[config.mk]
export PLATFORM = sky130hd
export DESIGN_NAME = hitlink_readout
export DESIGN_NICKNAME = d
export VERILOG_FILES = /design/src/rtl/hr_pkg.sv /design/src/rtl/hr_pick.sv /design/src/rtl/hr_shift.sv /design/src/rtl/hitlink_readout.sv
export SDC_FILE = /design/constraint.sdc
export NUM_CORES = 1
export LEC_CHECK = 0
export ABC_AREA = 1
export BUFFER_PORTS_ARGS = -buffer_cell sky130_fd_sc_hd__buf_2
export CAP_MARGIN = 20
export CORE_AREA = 2 2 312 314
export CTS_CLUSTER_DIAMETER = 50
export DETAILED_ROUTE_END_ITERATION = 8
export DIE_AREA = 0 0 314 316
export GPL_TIMING_DRIVEN = 0
export HOLD_SLACK_MARGIN = 0.03
export PLACE_DENSITY = 0.32
export REMOVE_ABC_BUFFERS = 1
export SETUP_SLACK_MARGIN = 0.05
export SYNTH_ARGS = -nofsm -noshare
export SYNTH_HDL_FRONTEND = slang
export SYNTH_SLANG_ARGS = --single-unit
[constraint.sdc]
create_clock -name clk -period 2.5 [get_ports clk]
set_clock_uncertainty 0.05 [all_clocks]
set_input_delay 0.5 -clock clk [delete_from_list [all_inputs] [get_ports clk]]
set_output_delay 0.5 -clock clk [all_outputs]
set_load 0.005 [all_outputs]
[src/rtl/hr_pkg.sv]
package hr_pkg;

  typedef enum logic [0:0] {
    ST_IDLE = 1'b0,
    ST_RUN  = 1'b1
  } hr_state_t;

endpackage

[src/rtl/hr_pick.sv]
module hr_pick #(
  parameter int N_CH  = 16,
  parameter int IDX_W = 4
) (
  input  logic [N_CH-1:0]  pend_i,
  output logic             any_o,
  output logic [IDX_W-1:0] idx_o
);

  // lowest pending channel wins
  always_comb begin
    any_o = 1'b0;
    idx_o = '0;
    for (int i = N_CH - 1; i >= 0; i--) begin
      if (pend_i[i]) begin
        any_o = 1'b1;
        idx_o = IDX_W'(i);
      end
    end
  end

endmodule

[src/rtl/hr_shift.sv]
module hr_shift #(
  parameter int FW = 52
) (
  input  logic          clk,
  input  logic          rst,
  input  logic          load_i,
  input  logic [FW-1:0] frame_i,
  output logic          sdata_o,
  output logic          fvalid_o,
  output logic          last_o
);

  localparam int CNT_W = $clog2(FW);

  logic [FW-1:0]    shreg_q;
  logic [CNT_W-1:0] cnt_q;
  logic             act_q;

  always_ff @(posedge clk) begin
    if (rst) begin
      shreg_q <= '0;
      cnt_q   <= '0;
      act_q   <= 1'b0;
    end else if (load_i) begin
      shreg_q <= frame_i;
      cnt_q   <= CNT_W'(FW - 1);
      act_q   <= 1'b1;
    end else if (act_q) begin
      shreg_q <= {shreg_q[FW-2:0], 1'b0};
      if (cnt_q == '0) begin
        act_q <= 1'b0;
      end else begin
        cnt_q <= cnt_q - 1'b1;
      end
    end
  end

  assign sdata_o  = shreg_q[FW-1];
  assign fvalid_o = act_q;
  assign last_o   = act_q && (cnt_q == '0);


  load_when_free_chk: assert property (@(posedge clk) disable iff (rst)
    load_i |-> (!act_q || cnt_q == '0));


  full_frame_chk: assert property (@(posedge clk) disable iff (rst)
    $fell(act_q) |-> $past(cnt_q) == '0);


  idle_zero_chk: assert property (@(posedge clk) disable iff (rst)
    !act_q |-> !shreg_q[FW-1]);

endmodule

[src/rtl/hitlink_readout.sv]
module hitlink_readout #(
  parameter int N_CH = 16,
  parameter int CH_W = 4,
  parameter int TS_W = 24,
  parameter int Q_W  = 12,
  parameter int FT_W = 12
) (
  input  logic                 clk,
  input  logic                 rst,
  input  logic                 start_i,
  input  logic [N_CH-1:0]      ready_i,
  input  logic [N_CH*TS_W-1:0] stamp_i,
  input  logic [N_CH*Q_W-1:0]  charge_i,
  input  logic [N_CH*FT_W-1:0] fine_i,
  output logic                 sdata_o,
  output logic                 fvalid_o,
  output logic [N_CH-1:0]      release_o
);
  import hr_pkg::*;

  localparam int FW      = CH_W + TS_W + Q_W + FT_W;
  localparam int LAT_MAX = N_CH * FW + 2;
  localparam int LAT_W   = $clog2(LAT_MAX + 2) + 1;

  hr_state_t        state_q;
  logic [N_CH-1:0]  snap_q;
  logic [N_CH-1:0]  pend_q;
  logic [CH_W-1:0]  cur_q;
  logic [N_CH-1:0]  rel_q;
  logic [LAT_W-1:0] lat_q;

  logic             any_w;
  logic [CH_W-1:0]  idx_w;
  logic             last_w;
  logic             act_w;
  logic             free_w;
  logic             take_w;
  logic [FW-1:0]    frame_w;
  logic [FW-1:0]    frm_arr [N_CH];

  hr_pick #(.N_CH(N_CH), .IDX_W(CH_W)) u_pick (
    .pend_i (pend_q),
    .any_o  (any_w),
    .idx_o  (idx_w)
  );

  // per-channel frame assembly
  for (genvar g = 0; g < N_CH; g++) begin : g_frm
    assign frm_arr[g] = {CH_W'(g),
                         stamp_i[g*TS_W +: TS_W],
                         charge_i[g*Q_W +: Q_W],
                         fine_i[g*FT_W +: FT_W]};
  end

  assign frame_w = frm_arr[idx_w];
  assign free_w  = !act_w || last_w;
  assign take_w  = (state_q == ST_RUN) && any_w && free_w;

  hr_shift #(.FW(FW)) u_shift (
    .clk      (clk),
    .rst      (rst),
    .load_i   (take_w),
    .frame_i  (frame_w),
    .sdata_o  (sdata_o),
    .fvalid_o (act_w),
    .last_o   (last_w)
  );

  always_ff @(posedge clk) begin
    if (rst) begin
      state_q <= ST_IDLE;
      snap_q  <= '0;
      pend_q  <= '0;
      cur_q   <= '0;
      rel_q   <= '0;
      lat_q   <= '0;
    end else begin
      rel_q <= last_w ? (N_CH'(1) << cur_q) : '0;
      case (state_q)
        ST_IDLE: begin
          lat_q <= '0;
          if (start_i) begin
            snap_q  <= ready_i;
            pend_q  <= ready_i;
            state_q <= ST_RUN;
          end
        end
        default: begin
          lat_q <= lat_q + 1'b1;
          if (take_w) begin
            pend_q[idx_w] <= 1'b0;
            cur_q         <= idx_w;
          end
          if (!any_w && free_w) begin
            state_q <= ST_IDLE;
          end
        end
      endcase
    end
  end

  assign fvalid_o  = act_w;
  assign release_o = rel_q;


  valid_in_pass_chk: assert property (@(posedge clk) disable iff (rst)
    (state_q == ST_IDLE) |-> !act_w);


  rel_onehot_chk: assert property (@(posedge clk) disable iff (rst)
    $onehot0(rel_q));


  rel_after_last_chk: assert property (@(posedge clk) disable iff (rst)
    (rel_q != '0) |-> $past(last_w));


  rel_in_snap_chk: assert property (@(posedge clk) disable iff (rst)
    (rel_q & ~snap_q) == '0);


  pend_subset_chk: assert property (@(posedge clk) disable iff (rst)
    (pend_q & ~snap_q) == '0);


  pass_time_chk: assert property (@(posedge clk) disable iff (rst)
    lat_q <= LAT_W'(LAT_MAX));

endmodule

==> impl_metrics.ini <==
[run_status]
outcome = finished, violations left
violated_checks = setup timing

[yosys]
synthArstFlopShare = 0
yosysTopAreaCell = nand2_1
most_used_dff_post_synth = dfxtp_1
post_synth_and_or_nand_nor_area_fraction = 0.6416
post_synth_inst_count = 2250
number_of_enable_flip_flop_cells_after_synthesis = 0
synthAdderAreaFrac = 0.002063
ys_seq_area_frac = 0.1585
synth_top_area_frac = 0.2126
synthTopCellsByArea = nand2_1, nand3_1, dfxtp_1, nand4_1, nand3b_1
synth-warning-count = 0
synth-compound-area-share = 0.07149
synth-xor-area-share = 0.001444
share_of_synthesized_area_spent_on_multiplexers = 0
yosys_reg_bits = 96
dominant_combinational_cell_family_by_area_after_synthesis = simple AND/OR/NAND/NOR gates
post_synth.cell_area_avg_sq_um = 5.390
mappedNetlistArea_sq_mm = 0.01213
yosysUniqueCellTypes = 36

[setup_path]
timing_worst_setup_path_type = flip-flop to flip-flop
critical_path.most_common_cell = nand2_1
slowest_delay_ps = 330
cp_data_arrival_time_ps = 3380
critPathLaunchType = flip-flop
cp_data_required_time_ps = 2740
endpoint_kind = flip-flop
cp_top_family = simple AND/OR/NAND/NOR gates
largest_fanout_on_the_critical_path = 9
critical_path_buf_inv_count = 7
timing.critical_path.slowest_stage_cell = dfxtp_2

[sta]
slew_violations = 0
setup_ws_ps = -641.8
grt_setup_unrepaired = yes
finalCriticalPeriod_ps = 3142
finalSetupViolCount = 59
final_critical_path_share_of_the_clock_period = 1.257
timing.max_slew.rel_slack = 0.4216
aggregate_negative_setup_slack_ps = -24770
timing_hold_violations_final = 0
max_slew.worst_pin.slew_ps = 867.7
fmax_mhz = 318.3

[power]
final_power_mw = 15.58
combinational_share_of_power = 0.780
power-per-cell-area_mw_per_mm2 = 720.0
power.share.switching = 0.5341
power_frac_seq = 0.121
power.static_leakage_nw = 10.26
power_report.internal_total_mw = 7.257
switchingPower_mw = 8.320
max-vdd-ir-drop_v = 0.0002817
power_frac_clock = 0.099

[drt]
detail_route.vias_per_cell = 4.648
initialDrtViolationCount = 1236
drt_wl_total_mm = 114.6
ant_nets = 0
avgRoutedWirePerCell_um = 26.45
vias = 20140
drt-pass1-iter-count = 5
drc_violation_count_after_routing = 0

[floorplan]
chipHeight_um = 316
design.core.area_sq_mm = 0.09599
core.rowCount = 114
pin_count = 805
start_util = 0.1263
total_die_area_sq_mm = 0.09922
die_w_um = 314

[cells_and_area]
final_cell_area_sq_mm = 0.02163
drive_gt1_frac = 0.4041
flow.area_growth_from_synthesis_pct = 78.38
fillers = 11180
mostFrequentLayoutCells = buf_2, nand2_1, nand3_1
mostFrequentLayoutCell = buf_2
finish.net_count = 3835
finalCoreUtilization = 0.2254

[clock_network]
cts-buffers-inserted = 9
tritoncts = yes
h-tree-depth = 3
clock_path_buffers = 2
clk-insertion-delay-late_ps = 390
cts_root_buf = clkbuf_16
clock_sink_total = 96
path_clk_slew_ps = 80

[grt]
first_global_vias = 20070
global_route_wire_length_before_repair_mm = 154.5
grt_overflow = 0
track_usage = 0.2199
grt_start_max_net_pins = 95
initial_antenna_violation_count = 16

[place]
place_worst_setup_slack_ps = -3870
port_buffers = 804
routabilityCongestion = 0.8420
detailedPlacementHpwl_mm = 67.05
placement.cell_area_sq_mm = 0.01766

[flow_run]
max_cap_viol_count = 0

[worst_hold_path]
path_type_of_the_worst_min_delay_path = primary input to flip-flop
==> kinds of logic after synthesis <==
group	count (synthesis)
simple gates	1642
buf+inv	359
compound gates	149
flops	96
xor+xnor	2
fa+ha+maj	2
==> tightest hold or removal path: stages <==
cell	delay [ps]
buf_2	100
nand2_1	50
a21oi_1	50
==> per-layer routing <==
layer,track usage,routed length [um],up-vias
met5,0,27,-
met4,0.07590,4237,4
met3,0.03365,6189,154
met2,0.3893,56100,788
met1,0.2699,48080,9761
li1,-,-,9437
==> power by group through the flow <==
stage	Combinational [mW]	Sequential, mW	Clock, mW
floorplan	3.51	1.86	0
global placement	6.14	1.91	0
detailed placement	7.92	1.91	0
CTS	11.8	1.88	1.62
global route	13.0	1.90	1.67
finish	12.1	1.88	1.55
==> cell usage after synthesis, drive strengths merged (2+ instances only) <==
cell      n
dfxtp    96
ha        2
a31oi     3
nand4   284
nand3   480
buf      96
a21oi    48
inv     136
or2       2
clkinv    2
nand3b   73
clkbuf  125
o211ai   32
o22ai     4
nor2    107
o21ai    53
nand2   692
nor3      2
o311ai    5
==> registers in the layout, indices dropped and copies added (netlist names) <==
register	cells
u_shift.fvalid_o	1
release_o	16
pend_q	16
state_q	1
u_shift.shreg_q	52
cur_q	4
u_shift.cnt_q	6
==> final cells by class <==
class | count | area (sq um) | share of cell area
Inverter | 138 | 626.9 | 0.02898
Tap cell | 1276 | 1597 | 0.07380
Antenna cell | 7 | 17.52 | 0.0008097
Sequential cell | 96 | 1932 | 0.08930
Clock inverter | 6 | 61.31 | 0.002834
Clock buffer | 10 | 239.0 | 0.01105
Timing Repair Buffer | 985 | 7268 | 0.3360
Timing Repair inverter | 4 | 35.03 | 0.001619
Multi-Input combinational cell | 1812 | 9857 | 0.4556
==> through the flow <==
step	cells	hold slack, ps
2_1_floorplan	2029	389.7
3_3_place_gp	4109	409.3
3_5_place_dp	4143	406.3
5_1_grt	4330	292.5
4_1_cts	4302	263.4
6_report	4334	301.6
==> path summary, 6_finish.rpt <==
kind	from	endpoint	slack [ps]	cells past startpoint
max	pend_q[14]	u_shift.shreg_q[1]	-640	29
min	ready_i[0]	pend_q[0]	300	3
max reg2reg	pend_q[14]	u_shift.shreg_q[1]	-640	29
min reg2reg	u_shift.shreg_q[0]	u_shift.shreg_q[0]	420	2
==> repair_timing <==
item | CTS | global route
pin swaps | 70 | 97
setup buffers | 85 | 25
endpoints found under the setup margin | 76 | 78
gates resized for setup | 248 | 91
hold buffers | 0 | 0
cloned | 59 | 4
Power figures use the tool's default switching activity.
